<file path="src/rtl/stkseq_pkg.sv">
`timescale 1ns/1ps
package stkseq_pkg;
  typedef enum logic [1:0] {
    OP_IRQ  = 2'd0,
    OP_RTI  = 2'd1,
    OP_CALL = 2'd2,
    OP_RET  = 2'd3
  } stk_op_e;

  localparam int unsigned IRQ_BYTES = 5;
  localparam int unsigned SUB_BYTES = 2;
  localparam int unsigned CNT_W     = $clog2(IRQ_BYTES);

  // frame slot positions (slot 0 is written first)
  localparam int unsigned SLOT_PCL = 0;
  localparam int unsigned SLOT_PCH = 1;
  localparam int unsigned SLOT_X   = 2;
  localparam int unsigned SLOT_A   = 3;
  localparam int unsigned SLOT_CCR = 4;

  function automatic logic op_is_push(input stk_op_e op);
    return (op == OP_IRQ) || (op == OP_CALL);
  endfunction

  function automatic logic op_is_irq(input stk_op_e op);
    return (op == OP_IRQ) || (op == OP_RTI);
  endfunction
endpackage

</file>
<file path="src/rtl/stkseq_ptr.sv">
`timescale 1ns/1ps
module stkseq_ptr #(
  parameter int unsigned    AW     = 16,
  parameter logic [AW-1:0] SP_RST = 16'h00FF
) (
  input  logic          clk,
  input  logic          rst_n,
  input  logic          step_dn,
  input  logic          step_up,
  input  logic          load,
  input  logic [AW-1:0] load_val,
  output logic [AW-1:0] sp
);
  always_ff @(posedge clk) begin
    if (!rst_n)       sp <= SP_RST;
    else if (step_dn) sp <= sp - AW'(1);
    else if (step_up) sp <= sp + AW'(1);
    else if (load)    sp <= load_val;
  end
endmodule

</file>
<file path="src/rtl/stkseq_ctrl.sv">
`timescale 1ns/1ps
module stkseq_ctrl
  import stkseq_pkg::*;
#(
  parameter int unsigned CW = CNT_W
) (
  input  logic          clk,
  input  logic          rst_n,
  input  logic          cmd_valid,
  input  stk_op_e       cmd_op,
  output logic          cmd_ready,
  output logic          accept,
  output logic          busy,
  output logic          push,
  output logic [CW-1:0] idx,
  output logic          done
);
  stk_op_e       op_q;
  logic [CW-1:0] cnt;
  logic [CW-1:0] len_m1;
  logic          last;

  assign cmd_ready = !busy;
  assign accept    = cmd_valid && cmd_ready;
  assign push      = op_is_push(op_q);
  assign len_m1    = op_is_irq(op_q) ? CW'(IRQ_BYTES - 1) : CW'(SUB_BYTES - 1);
  assign last      = busy && (cnt == len_m1);
  // pushes walk slots upward, pulls walk them downward
  assign idx       = push ? cnt : (len_m1 - cnt);

  always_ff @(posedge clk) begin
    if (!rst_n) begin
      busy <= 1'b0;
      op_q <= OP_IRQ;
      cnt  <= '0;
      done <= 1'b0;
    end else begin
      done <= last;
      if (accept) begin
        busy <= 1'b1;
        op_q <= cmd_op;
        cnt  <= '0;
      end else if (busy) begin
        if (last) busy <= 1'b0;
        else      cnt  <= cnt + CW'(1);
      end
    end
  end
endmodule

</file>
<file path="src/rtl/stkseq_frame.sv">
`timescale 1ns/1ps
module stkseq_frame #(
  parameter int unsigned DW    = 8,
  parameter int unsigned SLOTS = 5,
  parameter int unsigned IW    = 3
) (
  input  logic                clk,
  input  logic                rst_n,
  input  logic                load,
  input  logic [SLOTS*DW-1:0] load_vec,
  input  logic                wr_en,
  input  logic [IW-1:0]       idx,
  input  logic [DW-1:0]       wr_data,
  output logic [DW-1:0]       rd_byte,
  output logic [SLOTS*DW-1:0] slots_vec
);
  for (genvar s = 0; s < SLOTS; s++) begin : g_slot
    logic [DW-1:0] q;
    always_ff @(posedge clk) begin
      if (!rst_n)                           q <= '0;
      else if (load)                        q <= load_vec[s*DW +: DW];
      else if (wr_en && (idx == IW'(s)))    q <= wr_data;
    end
    assign slots_vec[s*DW +: DW] = q;
  end

  always_comb begin
    rd_byte = '0;
    for (int s = 0; s < SLOTS; s++)
      if (idx == IW'(s)) rd_byte = slots_vec[s*DW +: DW];
  end
endmodule

</file>
<file path="src/rtl/stkseq_range.sv">
`timescale 1ns/1ps
module stkseq_range #(
  parameter int unsigned    AW = 16,
  parameter logic [AW-1:0] LO = 16'h0040,
  parameter logic [AW-1:0] HI = 16'h043F
) (
  input  logic          en,
  input  logic [AW-1:0] addr,
  output logic          err
);
  assign err = en && ((addr < LO) || (addr > HI));
endmodule

</file>
<file path="src/rtl/stack_frame_seq.sv">
`timescale 1ns/1ps
module stack_frame_seq
  import stkseq_pkg::*;
#(
  parameter int unsigned    AW     = 16,
  parameter int unsigned    DW     = 8,
  parameter logic [AW-1:0] SP_RST = 16'h00FF,
  parameter logic [AW-1:0] RAM_LO = 16'h0040,
  parameter logic [AW-1:0] RAM_HI = 16'h043F
) (
  input  logic          clk,
  input  logic          rst_n,
  input  logic          cmd_valid,
  output logic          cmd_ready,
  input  logic [1:0]    cmd_op,
  input  logic [AW-1:0] cmd_pc,
  input  logic [DW-1:0] cmd_a,
  input  logic [DW-1:0] cmd_x,
  input  logic [DW-1:0] cmd_ccr,
  output logic          done,
  output logic [AW-1:0] ret_pc,
  output logic [DW-1:0] ret_a,
  output logic [DW-1:0] ret_x,
  output logic [DW-1:0] ret_ccr,
  input  logic          sp_load,
  input  logic [AW-1:0] sp_load_val,
  output logic [AW-1:0] sp,
  output logic          mem_en,
  output logic          mem_we,
  output logic [AW-1:0] mem_addr,
  output logic [DW-1:0] mem_wdata,
  input  logic [DW-1:0] mem_rdata,
  output logic          stk_err
);
  localparam int unsigned SLOTS = IRQ_BYTES;
  localparam int unsigned FW    = SLOTS * DW;

  logic             accept, busy, push;
  logic [CNT_W-1:0] idx;
  logic [FW-1:0]    slots_vec, load_vec;

  stkseq_ctrl #(.CW(CNT_W)) u_ctrl (
    .clk(clk), .rst_n(rst_n), .cmd_valid(cmd_valid), .cmd_op(stk_op_e'(cmd_op)),
    .cmd_ready(cmd_ready), .accept(accept), .busy(busy), .push(push),
    .idx(idx), .done(done)
  );

  stkseq_ptr #(.AW(AW), .SP_RST(SP_RST)) u_ptr (
    .clk(clk), .rst_n(rst_n),
    .step_dn(busy && push), .step_up(busy && !push),
    .load(sp_load && !busy && !cmd_valid), .load_val(sp_load_val),
    .sp(sp)
  );

  assign load_vec = {cmd_ccr, cmd_a, cmd_x, cmd_pc[AW-1:DW], cmd_pc[DW-1:0]};

  stkseq_frame #(.DW(DW), .SLOTS(SLOTS), .IW(CNT_W)) u_frame (
    .clk(clk), .rst_n(rst_n), .load(accept), .load_vec(load_vec),
    .wr_en(busy && !push), .idx(idx), .wr_data(mem_rdata),
    .rd_byte(mem_wdata), .slots_vec(slots_vec)
  );

  assign mem_en   = busy;
  assign mem_we   = busy && push;
  assign mem_addr = push ? sp : (sp + AW'(1));

  assign ret_pc  = {slots_vec[SLOT_PCH*DW +: DW], slots_vec[SLOT_PCL*DW +: DW]};
  assign ret_x   = slots_vec[SLOT_X*DW +: DW];
  assign ret_a   = slots_vec[SLOT_A*DW +: DW];
  assign ret_ccr = slots_vec[SLOT_CCR*DW +: DW];

  stkseq_range #(.AW(AW), .LO(RAM_LO), .HI(RAM_HI)) u_range (
    .en(mem_en), .addr(mem_addr), .err(stk_err)
  );
endmodule

</file>
<file path="config.mk">
export PLATFORM = sky130hd
export DESIGN_NAME = stack_frame_seq
export DESIGN_NICKNAME = d
export VERILOG_FILES = /design/src/rtl/stkseq_pkg.sv /design/src/rtl/stkseq_ptr.sv /design/src/rtl/stkseq_ctrl.sv /design/src/rtl/stkseq_frame.sv /design/src/rtl/stkseq_range.sv /design/src/rtl/stack_frame_seq.sv
export SDC_FILE = /design/constraint.sdc
export NUM_CORES = 1
export LEC_CHECK = 0
export ABC_AREA = 1
export BUFFER_PORTS_ARGS = -buffer_cell sky130_fd_sc_hd__buf_2
export CAP_MARGIN = 30
export CORE_MARGIN = 8
export CORE_UTILIZATION = 51
export DETAILED_ROUTE_END_ITERATION = 7
export GPL_TIMING_DRIVEN = 0
export MAX_ROUTING_LAYER = met4
export PLACE_DENSITY = 0.82
export SLEW_MARGIN = 0
export SYNTH_ARGS = -nofsm -noshare
export SYNTH_HDL_FRONTEND = slang
export SYNTH_SLANG_ARGS = --single-unit
</file>
<file path="constraint.sdc">
create_clock -name clk -period 2.65 [get_ports clk]
set_input_delay 0.795 -clock clk [delete_from_list [all_inputs] [get_ports clk]]
set_output_delay 0.795 -clock clk [all_outputs]
set_load 0.02 [all_outputs]
</file>
# Word-level counts from Yosys, hierarchy flattened
# Cells that the tools add are included.
dict set report op_classes {
  addsub 4
  n_lt_le_gt_ge 2
  eq_ne 7
  n_mux 24
  n_bitwise 2
  n_reduce_logical 28
}
# op count
set op_table {}
lappend op_table {{2-to-1 mux 8 bit} 15}
lappend op_table {{2-to-1 mux 16 bit} 4}
lappend op_table {{adder 16 x 1 -> 16 bit, second input constant} 1}
lappend op_table {{greater-than comparator 16 x 11 -> 1 bit, second input constant} 1}
lappend op_table {{less-than comparator 16 x 7 -> 1 bit, second input constant} 1}
lappend op_table {{subtractor 16 x 1 -> 16 bit, second input constant} 1}
lappend op_table {{logical AND 1 bit} 12}
lappend op_table {{nonzero test 2 bit} 5}
lappend op_table {{== test 3 x 2 -> 1 bit, second input constant} 2}
lappend op_table {{2-to-1 mux 3 bit} 2}
lappend op_table {{adder 3 x 1 -> 3 bit, second input constant} 1}
lappend op_table {{== test 3 x 1 -> 1 bit, second input constant} 1}
lappend op_table {{== test 3 bit} 1}
lappend op_table {{== test 3 bit, second input constant} 1}
lappend op_table {{zero test 1 bit} 3}
lappend op_table {{zero test 3 bit} 1}
lappend op_table {{logical OR 1 bit} 3}
lappend op_table {{2-to-1 mux 1 bit} 3}
lappend op_table {{nonzero test 3 bit} 1}
lappend op_table {{subtractor 3 bit} 1}
lappend op_table {{== test 2 x 1 -> 1 bit, second input constant} 1}
lappend op_table {{== test 2 bit, second input constant} 1}
lappend op_table {{zero test 2 bit} 1}
lappend op_table {{NOT 1 bit} 2}
lappend op_table {{2 further kinds} 2}
dict set report word_totals {
  ff_bits 63
  in_bits 70
  out_inout_bits 85
}

# Depth between registers and ports, before layout
# Gate-level depths: netlist (run 1).
dict set report depth {
  ltp_word 11
  depth_mapped 14
  ltp_nobuf 14
}

# By module
# From an unflattened synthesis (run 1), not the netlist that was laid out.
dict set report unflattened {
  cells_unflattened 834
  area_unflattened_um2 4822.1
}
# mod instances cells_per_inst area_each_um2
set modules_own_cells {}
lappend modules_own_cells {stkseq_frame 1 363 2217.1}
lappend modules_own_cells {stkseq_ptr 1 313 1679.1}
lappend modules_own_cells {stack_frame_seq 1 93 454.2}
lappend modules_own_cells {stkseq_ctrl 1 52 415.4}
lappend modules_own_cells {stkseq_range 1 13 56.3}

# Worst setup path before layout (run 1)
# OpenSTA, ideal clock, no wires.
dict set report synth_path {
  path_type {register to output}
  from {register u_ptr.sp[0]}
  to {output port stk_err}
  t_arrival_ps 2111
  required_time_ps 1855
  path_slack_ps -256
  path_stages_with_launch 12
  path_cell_list {dfxtp_1 -> ha_1 -> nand3_1 -> nor2_1 -> nand2_1 -> nand2_1 -> nand2_1 -> nand2_1 -> o21ai_0 -> nand3_1 -> nand2_1 -> a21oi_1}
}
dict set report synth_between {
  elab_chain_cells 5
}
# element line_no
set synth_rtl {}
lappend synth_rtl {{from (decl)} stkseq_ptr.sv:12} ;# output logic [AW-1:0] sp
lappend synth_rtl {{from (signal assigned)} stkseq_ptr.sv:16} ;# else if (step_dn) sp <= sp - AW'(1);
lappend synth_rtl {{from (signal assigned)} stkseq_ptr.sv:17} ;# else if (step_up) sp <= sp + AW'(1);
lappend synth_rtl {{from (signal assigned)} stkseq_ptr.sv:18} ;# else if (load) sp <= load_val;
lappend synth_rtl {{adder 16 x 1 -> 16 bit *} stack_frame_seq.sv:65} ;# assign mem_addr = push ? sp : (sp + AW'(1));
lappend synth_rtl {{2-to-1 mux 16 bit *} stack_frame_seq.sv:65}
lappend synth_rtl {{named net mem_addr[10]} stack_frame_seq.sv:30} ;# output logic [AW-1:0] mem_addr,
lappend synth_rtl {{less-than comparator 16 x 7 -> 1 bit or greater-than comparator 16 x 11 -> 1 bit (tied branches)} stkseq_range.sv:11} ;# assign err = en && ((addr < LO) || (addr > HI));
lappend synth_rtl {{logical OR 1 bit *} stkseq_range.sv:11}
lappend synth_rtl {{logical AND 1 bit *} stkseq_range.sv:11}
lappend synth_rtl {{to (decl)} stack_frame_seq.sv:33} ;# output logic stk_err
# The timed path passes the listed nets; every way through them passes the cells marked *.

# Worst setup path after layout (run 1)
dict set report layout_path {
  from {register u_ctrl.op_q[1]}
  to {output port mem_wdata[1]}
}
dict set report layout_between {
  elab_chain_cells 11
}
# element line_no
set layout_rtl {}
lappend layout_rtl {{from (decl)} stkseq_ctrl.sv:18} ;# stk_op_e op_q;
lappend layout_rtl {{from (signal assigned)} stkseq_ctrl.sv:41} ;# op_q <= cmd_op;
lappend layout_rtl {{== test 2 x 1 -> 1 bit or zero test 2 bit (tied branches)} {stkseq_pkg.sv:26, stkseq_pkg.sv:22}}
lappend layout_rtl {{logical OR 1 bit} stkseq_pkg.sv:26} ;# return (op == OP_IRQ) || (op == OP_RTI);
lappend layout_rtl {{2-to-1 mux 3 bit} stkseq_ctrl.sv:26} ;# assign len_m1 = op_is_irq(op_q) ? CW'(IRQ_BYTES - 1) : CW'(SUB_BYTES - 1);
lappend layout_rtl {{subtractor 3 bit} stkseq_ctrl.sv:29} ;# assign idx = push ? cnt : (len_m1 - cnt);
lappend layout_rtl {{2-to-1 mux 3 bit *} stkseq_ctrl.sv:29}
lappend layout_rtl {{zero test 3 bit} stkseq_frame.sv:30} ;# if (idx == IW'(s)) rd_byte = slots_vec[s*DW +: DW];
lappend layout_rtl {{2-to-1 mux 8 bit (4 in a row)} stkseq_frame.sv:30}
lappend layout_rtl {{2-to-1 mux 8 bit *} stkseq_frame.sv:30}
lappend layout_rtl {{to (decl)} stack_frame_seq.sv:31} ;# output logic [DW-1:0] mem_wdata,
# Every way passes the cells marked *; elsewhere a longest branch is shown, timed or not.

==> flow_summary.yaml, run 1 <==
synth:
  syn_avg_cell_area_um2: 6.01
  synth_edf_count: 0
  synth.distinct_cells: 36
  yosys_register_bits: 63
  yosys-top-cells-count: "nand2_1, nor2_1, nand3_1, dfxtp_1, inv_1"
  yosysWarnings: 0
  syn_inst: 727
  ys_seq_area_share_pct: 28.9
  synthDominantCellAreaShare_pct: 28.9
  synth_area_leader_cell: "dfxtp_1"
  synth_fp_nets: 802
  synthFlopType: "dfxtp_1"
  netlist_area_mm2: 0.00437
  post-synth-top-count-cell: "nand2_1"
  async_reset_ff_share_pct: 0
  yosys-top-cells-area: "dfxtp_1, nand2_1, nand3_1"
routing:
  drt_pre_antenna_iters: 5
  remaining_drc_errors: 0
  ant_nets: 0
  post_drt_wl_per_cell_um: 18.1
  viasPerCell: 5.80
  drtIter0Drc: 493
  wl_um: 18500
  vias: 5933
clock_tree:
  htreeDepth: 3
  insertion_delay_ns: 0.34
  cts_hold_buf: 0
  cts_buffers: 9
  cts_tree: "done"
  clkTransAtPathRegs_ns: 0.07
  clockRootBuffer: "clkbuf_8"
  clk_path_buf_depth: 2
  clock-sinks: 63
global_routing:
  antenna_found_initial: 0
  grt_usage_pct: 30.8
  gr-total-overflow: 0
  grt_pass1_vias: 5578
  grt_pass1_wl_um: 28000
  grt_max_degree: 12
power:
  power.density_mw_per_mm2: 554
  p_total_mw: 3.41
  leakage_nw: 3.12
  ir_drop_mv: 0.366
worst_setup_path:
  cp_max_fo: 6
  crit_path_max_incr_delay_ns: 0.34
  crit_type: "reg2out"
  end_kind: "output pin"
  worst_ep_required_time_ns: 1.86
  crit_arrival_ns: 2.29
  cp_slowest_cell: "dfxtp_2"
  cp-start-kind: "register"
  crit_chain: "inv_2 -> ha_4 -> inv_2 -> ha_4 -> or2_1 -> o21ai_2 -> inv_4 -> nor2_8 -> inv_4 -> nor2_4 -> nand2_1 -> nand3_1 -> buf_6"
floorplanning:
  placementRows: 33
  initial_utilization_pct: 52.9
  die_y_um: 109
  core_mm2: 0.00826
  die_area_mm2: 0.0118
  pin_count: 155
  die_w_um: 109
cells_and_area:
  nNetsFinal: 988
  antenna_cells: 0
  drive_above_1_share_pct: 35.5
  area_delta_synth_final_pct: 40.6
  postLayoutCellArea_mm2: 0.00614
  stdcell_count: 1023
placed_design:
  finalWeightedCongestion: 0.986
  dpl-instance-area_mm2: 0.00529
  pre_cts_slack_ns: -0.373
  dp.cells: 986
  dp_hpwl_um: 13500
  port-buffer-count: 154
sta:
  relSlewSlack_pct: 54.5
  rsz0062_at_grt: "true"
  max_freq_ghz: 0.324
  finalSetupTns_ns: -3.56
  min_period_ns: 3.09
  setup_viol: 9
  worst_pin_slew_ns: 0.682
  finalCritPeriodShare_pct: 117
  finalClockSkew_ns: 0.0105
  hold_violations: 0
  fin_ws_ns: -0.440
  slew_viol_final: 0
run:
  maxCapViolCount: 0
outcome:
  status: "finished with violations"
  violations: "negative setup slack"
worst_hold_path:
  worstHoldPathType: "reg2reg"
-- path summary, 6_finish.rpt --
| check | from | end | slack (ns) | cells after the start |
|---|---|---|---|---|
| max | u_ctrl.op_q[1] | mem_wdata[1] | -0.44 | 13 |
| min | u_frame.g_slot[3].q[6] | u_frame.g_slot[3].q[6] | 0.48 | 2 |
| max reg2reg | u_ctrl.op_q[1] | u_frame.g_slot[0].q[5] | 0.30 | 13 |
| min reg2reg | u_frame.g_slot[3].q[6] | u_frame.g_slot[3].q[6] | 0.48 | 2 |
-- layout by cell type, fill, tap and decap left out, types with 2 or more instances in the layout --
master      instances
xor2_1             12
nand3_1            63
clkinv_2            2
o21ai_0            39
buf_2             142
a31oi_1             2
inv_1              42
nor2_2              4
nand2_1           236
dfxtp_4             6
nand3_2            12
inv_2               9
nor2_8              2
nand3b_1            4
nand2_2            26
a22oi_1             7
nor3_1              2
o211ai_1            5
nand2_4             5
a21oi_4             6
nand4_1             9
nor2_1             65
clkbuf_4            2
a21oi_2            11
buf_6              15
nand2_8             2
o21ai_2             6
a21oi_1            34
clkbuf_1           17
ha_4                3
clkbuf_8            9
inv_4               2
dfxtp_2            11
ha_1                2
dfxtp_1            46
clkbuf_2            4
clkinvlp_4          3
nor2_4             12
buf_4              25
-- kinds of logic after synthesis --
kind of cell    count (synthesis)  synth area share, %
flops                          63                 28.9
simple gates                  444                 43.9
fa+ha+maj                       5                 1.43
buf+inv                        87                 8.08
compound gates                114                 14.9
xor+xnor                       14                 2.81
-- where the power goes --
group	internal (mW)	leakage (nW)	switching [mW]
clock network	0.340	0.0797	0.416
logic	0.534	2.52	0.961
registers	1.04	0.523	0.118
-- cell type report --
cell class / instances / area [µm²]
buffer: 29 / 175
clock buffer: 11 / 131
clock inverter: 5 / 33.8
fill: 692 / 2110
inverter: 54 / 211
multi-input combinational: 580 / 3150
sequential: 63 / 1300
tap: 105 / 131
timing repair buffer: 176 / 1020
-- worst max-delay path, delay by kind of cell (launching register included) --
family	cells	cell delay, ns
compound gates	1	0.11
buf+inv	5	0.44
simple gates	5	0.72
flops	1	0.34
fa+ha+maj	2	0.33
-- registers in the layout (all words and copies together) (netlist names) --
name	count
u_ctrl.busy	1
u_ctrl.cnt	3
u_frame.g_slot.q	40
u_ctrl.done	1
u_ctrl.op_q	2
u_ptr.sp	16
-- layer usage --
layer	vias up	global-route usage (%)	share of wire, %
li1	2738	-	-
met1	2705	37.5	39
met2	428	48.3	47
met3	62	5.06	11
met4	0	15.0	3.5
met5	-	-	0
-- stage by stage --
step                hold WS, ns  utilization (%)
floorplan                 0.467                -
global placement          0.463             64.0
detailed placement        0.470             64.0
CTS                       0.482             70.7
global route              0.507             74.4
finish                    0.485             74.4
-- repair_timing --
action / CTS / global route
setup endpoints to repair: 25 / 21
gates resized for setup: 87 / 67
gates cloned: 3 / 1
endpoints found under the hold margin: 0 / 0
buffers inserted: 9 / 12
pin swaps: 18 / 13
(Power assumes the default switching activity.)
==> inputs of run 2 (changes only) <==
- CORE_UTILIZATION: 51 -> 52
- PLACE_DENSITY: 0.82 -> 0.81
- RECOVER_POWER: default -> 100
- SYNTH_HIERARCHICAL: default -> 1
==> run 2 against run 1 <==
Net effect:
- worst hold slack gained 0.022 ns
- sequential share of layout area shrank 1.1 points
- combinational power grew 3%
- the run still ends with negative setup slack left
- clock power grew 24%
- utilization shrank 2.5 points
- non-clock buffer count grew 11
- setup slack gained 0.055 ns
- synthesized cell count grew 15%
- final cell count grew 12%
- largest power group unchanged
- total power grew 6.3%
- die area grew 7.0%
- sequential cell count is the same
==> flow_summary.yaml, run 2 <==
placed_design:
  dpl-instance-area_mm2: 0.00581
  finalWeightedCongestion: 0.944
  port-buffer-count: 154
  pre_cts_slack_ns: -0.545
  dp_hpwl_um: 13100
cells_and_area:
  area_delta_synth_final_pct: 35.8
  final_core_util_pct: 71.9
  drive_above_1_share_pct: 26.6
  layout_common_cells: "nand2_1, buf_2, nor2_1, nand3_1, inv_1"
  regMostFlops: "u_frame/g_slot.q"
  reg_top3: "u_frame/g_slot.q (40), u_ptr/sp (16), u_ctrl/cnt (3)"
  nNetsFinal: 1110
  antenna_cells: 0
  largest_register_ffs: 40
  postLayoutCellArea_mm2: 0.00655
  mostFrequentLayoutCell: "nand2_1"
global_routing:
  grt_max_degree: 15
  grt_pass1_vias: 6240
  grt_usage_pct: 30.3
  antenna_found_initial: 0
  gr-total-overflow: 0
  grt_pass1_wl_um: 30500
sta:
  min_period_ns: 3.04
  finalClockSkew_ns: 0.0174
  rsz0062_at_grt: "true"
  setup_viol: 10
  max_freq_ghz: 0.329
  fin_ws_ns: -0.385
  relSlewSlack_pct: 59.0
  slew_viol_final: 0
  hold_violations: 0
  finalSetupTns_ns: -3.36
  worst_pin_slew_ns: 0.613
  finalCritPeriodShare_pct: 115
worst_setup_path:
  cp-start-kind: "register"
  rrSetupSlack_ns: -0.02
  crit_arrival_ns: 2.24
  r2r_cells: 12
  cp_num_cells: 14
  crit_family: "compound AO/OA/AOI/OAI gates"
  worst_ep_required_time_ns: 1.86
  cp_max_fo: 8
  crit_type: "reg2out"
  crit_chain: "inv_2 -> ha_4 -> inv_2 -> ha_4 -> a21o_1 -> nand3_2 -> o21ai_4 -> inv_2 -> buf_8 -> nand3_4 -> o21ai_4 -> nor2_2 -> nand3_2 -> buf_6"
  cpMostUsedCell: "inv_2"
  cp_slowest_cell: "dfxtp_2"
  end_kind: "output pin"
  crit_buf_inv: 5
  crit_path_max_incr_delay_ns: 0.33
clock_tree:
  insertion_delay_ns: 0.36
  clk_path_buf_depth: 2
  clockRootBuffer: "clkbuf_8"
  cts_tree: "done"
  cts_hold_buf: 0
  clkTransAtPathRegs_ns: 0.08
  cts_buffers: 9
  htreeDepth: 3
  clock-sinks: 63
routing:
  ant_nets: 0
  remaining_drc_errors: 0
  drt_pre_antenna_iters: 5
  post_drt_wl_per_cell_um: 16.6
  wl_um: 19100
  viasPerCell: 5.55
  drtIter0Drc: 664
  vias: 6379
synth:
  synth.distinct_cells: 35
  async_reset_ff_share_pct: 0
  ys_seq_area_share_pct: 26.2
  netlist_area_mm2: 0.00482
  yosys-top-cells-area: "dfxtp_1, nand2_1, nand3_1"
  synth_area_leader_cell: "dfxtp_1"
  synthDominantCellAreaShare_pct: 26.2
  post-synth-top-count-cell: "nand2_1"
  yosysWarnings: 6
  synthFlopType: "dfxtp_1"
  synth_fp_nets: 910
  yosys_register_bits: 63
  syn_inst: 834
  synth_edf_count: 0
  syn_avg_cell_area_um2: 5.78
  yosys-top-cells-count: "nand2_1, nand3_1, nor2_1, inv_1, dfxtp_1"
run:
  maxCapViolCount: 0
floorplanning:
  die_y_um: 112
  pin_count: 155
  die_w_um: 112
  initial_utilization_pct: 52.9
  die_area_mm2: 0.0126
  placementRows: 35
  core_mm2: 0.00911
worst_hold_path:
  whs_path_depth: 2
  worstHoldPathType: "reg2reg"
power:
  p_total_mw: 3.62
  ir_drop_mv: 0.303
  power.density_mw_per_mm2: 553
  leakage_nw: 3.27
outcome:
  violations: "negative setup slack"
  status: "finished with violations"
==> run 2: changes by cell type in the layout (fill, tap and decap cells not counted), sizes merged, moves of 9 or more <==
cell,before,now
buf,184,145
xor2,13,4
nand2,269,287
nor2,83,121
nand3,76,103
clkbuf,32,82
inv,54,99
==> run 2: through the flow <==
stage	std cells	hold slack (ns)
after floorplan	834	0.493
after CTS	1149	0.504
after global placement	1099	0.485
final	1150	0.507
after global routing	1150	0.528
after detailed placement	1100	0.492
==> run 2: metal layers <==
layer,up-vias,track usage [%],part of all wire (%)
met4,0,16.1,4.6
li1,3057,-,-
met2,393,48.9,47
met3,85,6.07,9.5
met1,2844,34.9,39
met5,-,-,0
==> run 2: logic make-up after synthesis <==
group                    after synthesis  share of synthesized area [%]
AND/OR/NAND/NOR                      529                           48.8
flip-flops                            63                           26.2
adder cells (fa/ha/maj)                6                           1.56
buffers and inverters                125                           10.5
XOR/XNOR                               8                           1.45
AO/OA/AOI/OAI                        103                           11.5
==> run 2: final cells by class <==
cell class	instances	area (µm²)
clock inverters	5	62.6
inverters	98	383
fillers	827	2560
flip-flops and latches	63	1310
multi-input cells	646	3280
well taps	111	139
repair buffers	189	1070
plain buffers	27	155
clock buffers	11	151
==> run 2: final timing paths <==
check	from	to
min	u_frame/g_slot[0].q[4]	u_frame/g_slot[0].q[4]
max	u_ctrl/op_q[1]	mem_wdata[6]
min reg2reg	u_frame/g_slot[0].q[4]	u_frame/g_slot[0].q[4]
max reg2reg	u_ctrl/op_q[0]	u_ptr/sp[1]
==> run 2: report_power, final <==
group | switching [mW] | total, mW | internal [mW]
logic | 1.01 | 1.54 | 0.528
clock network | 0.446 | 0.938 | 0.493
registers | 0.0975 | 1.14 | 1.04
==> run 2: what timing repair did <==
item	4_1_cts	5_1_grt
setup buffers	33	1
hold endpoints to repair	0	0
pin swaps	22	13
endpoints found under the setup margin	15	9
resized for setup	99	13
==> run 2: worst min-delay path, delay by kind of cell (launching register included) <==
family,cells,cell delay [ns]
simple gates,1,0.08
compound gates,1,0.06
flops,1,0.33
==> inputs of run 3 (changes only) <==
- BUFFER_PORTS_ARGS: -buffer_cell sky130_fd_sc_hd__buf_2 -> -buffer_cell sky130_fd_sc_hd__buf_4
- HOLD_SLACK_MARGIN: default -> 0.03
==> run 3 against run 2 <==
Net effect:
- the flow still finishes with violations (negative setup slack)
- non-clock buffer count up 7
- total power shrank 2.7%
- clock skew hardly changed
- routed wire length up 0.34%
- fmax is 0.26% higher
- sequential cell count is the same
- via count decreased by 0.47%
- setup slack better by 0.0077 ns
- global-route usage hardly changed
==> flow_summary.yaml, run 3 (synthesized netlist as in run 2, its figures left out) <==
outcome:
  status: "finished with violations"
  violations: "negative setup slack"
routing:
  wl_um: 19200
  viasPerCell: 5.50
  drtIter0Drc: 530
  drt_pre_antenna_iters: 6
  remaining_drc_errors: 0
  post_drt_wl_per_cell_um: 16.6
  vias: 6349
  ant_nets: 0
sta:
  finalClockSkew_ns: 0.0169
  worst_hold_slack_ns: 0.504
  hold_violations: 0
  max_freq_ghz: 0.330
  finalCritPeriodShare_pct: 114
  rsz0062_at_grt: "true"
  min_period_ns: 3.03
  fin_ws_ns: -0.377
  relSlewSlack_pct: 53.9
  setup_viol: 9
  worst_pin_slew_ns: 0.689
  slew_viol_final: 0
clock_tree:
  clockRootBuffer: "clkbuf_8"
  insertion_delay_ns: 0.34
  cts_tree: "done"
  clkTransAtPathRegs_ns: 0.07
  clock-sinks: 63
  clk_path_buf_depth: 2
  cts_hold_buf: 0
  cts_buffers: 9
  htreeDepth: 3
worst_setup_path:
  crit_type: "reg2out"
  r2r-end: "u_frame/g_slot[2].q[0]"
  rrSetupSlack_ns: 0.09
  r2r_cells: 10
  end_kind: "output pin"
  crit_buf_inv: 2
  crit_chain: "ha_4 -> nand3_4 -> nor2_4 -> nand2_1 -> nand2_1 -> nand2_1 -> or2_1 -> nor2_2 -> nand3_2 -> nand2_2 -> inv_2 -> buf_6"
  cp_max_fo: 5
  crit_arrival_ns: 2.23
  crit_path_max_incr_delay_ns: 0.44
  cp_num_cells: 12
  cp-start-kind: "register"
  crit_family: "simple AND/OR/NAND/NOR gates"
  r2r_start: "u_ctrl/busy"
  cpMostUsedCell: "nand2_1"
  cp_slowest_cell: "dfxtp_1"
  worst_ep_required_time_ns: 1.86
floorplanning:
  initial_utilization_pct: 52.9
  die_area_mm2: 0.0126
  die_y_um: 112
  die_w_um: 112
  core_mm2: 0.00911
  placementRows: 35
  pin_count: 155
worst_hold_path:
  hold_path_startpoint: "u_frame/g_slot[2].q[6]"
  whs_path_depth: 2
  worstHoldPathType: "reg2reg"
  hold_end: "u_frame/g_slot[2].q[6]"
placed_design:
  pre_cts_slack_ns: -0.538
  dp_hpwl_um: 13700
  dp.cells: 1100
  finalWeightedCongestion: 0.946
  port-buffer-count: 154
cells_and_area:
  final_core_util_pct: 75.4
  drive_above_1_share_pct: 28.1
  mostFrequentLayoutCell: "nand2_1"
  regMostFlops: "u_frame/g_slot.q"
  antenna_cells: 0
  area_delta_synth_final_pct: 42.4
  stdcell_count: 1155
  largest_register_ffs: 40
  layout_common_cells: "nand2_1, buf_4, nor2_1, nand3_1, inv_1"
  reg_top3: "u_frame/g_slot.q (40), u_ptr/sp (16), u_ctrl/cnt (3)"
  nNetsFinal: 1117
global_routing:
  grt_pass1_wl_um: 30300
  grt_pass1_vias: 6029
  grt_max_degree: 15
  antenna_found_initial: 0
  grt_usage_pct: 30.3
  gr-total-overflow: 0
power:
  ir_drop_mv: 0.314
  power.density_mw_per_mm2: 513
  leakage_nw: 3.40
run:
  maxCapViolCount: 0
==> run 3: cell count changes in the layout (fill, tap and decap cells not counted), moves of 5 or more <==
cell | previous run | this run
dfxtp_1 | 47 | 52
buf_2 | 94 | 4
nor2_2 | 21 | 14
clkbuf_1 | 67 | 57
buf_4 | 34 | 138
==> run 3: worst max path at each step <==
stage	startpoint	endpoint	slack [ns]
2_1_floorplan	u_ptr/sp[7]	stk_err	-0.03
3_3_place_gp	u_ctrl/op_q[1]	mem_wdata[4]	-0.52
3_5_place_dp	u_ctrl/op_q[1]	mem_wdata[4]	-0.54
4_1_cts	u_ctrl/op_q[1]	mem_wdata[4]	-0.34
5_1_grt	u_ptr/sp[1]	stk_err	-0.50
6_report	u_ptr/sp[1]	stk_err	-0.38
==> run 3: worst reg2reg max path, stage by stage (launching register included) <==
cell and delay [ns]:
dfxtp_1 0.53, inv_1 0.15, nand2_1 0.23, inv_1 0.12, clkbuf_1 0.19, inv_1 0.28, clkbuf_2 0.32, nand2_1 0.23
nand2_1 0.16, nand2_1 0.09, a21oi_1 0.18
==> run 3: metrics by stage <==
step	TNS [ns]	power [mW]	area, µm²
floorplan	-0.0300	2.05	4890
global placement	-3.75	2.58	6180
detailed placement	-3.93	2.60	6190
CTS	-2.69	3.50	6970
global route	-3.96	3.72	6870
finish	-3.15	3.52	6870
==> run 3: where the power goes <==
group / total [mW] / internal (mW) / switching [mW]
Clock: 0.738 / 0.351 / 0.387
Sequential: 1.14 / 1.04 / 0.105
Combinational: 1.64 / 0.622 / 1.02
Total: 3.52 / 2.01 / 1.51
==> run 3: final cells by class <==
type	count	area, µm²
timing repair buffer	196	1410
clock inverter	4	23.8
tap	111	139
clock buffer	10	138
multi-input combinational	646	3320
buffer	27	155
fill	784	2240
sequential	63	1300
inverter	98	383
==> run 3: per-layer routing <==
metal | part of all wire [%] | global-route usage, % | routed length, µm | vias up
li1 | - | - | - | 3061
met1 | 38 | 34.6 | 7240 | 2860
met2 | 48 | 49.3 | 9240 | 349
met3 | 9.2 | 6.28 | 1770 | 79
met4 | 4.7 | 16.0 | 910 | 0
met5 | 0 | - | 0 | -
==> run 3: timing repair <==
| action | CTS | global route |
|---|---|---|
| pin swaps | 19 | 23 |
| setup endpoints to repair | 12 | 10 |
| gates resized for setup | 95 | 20 |
| buffers inserted | 37 | 7 |
| cloned | 0 | 0 |
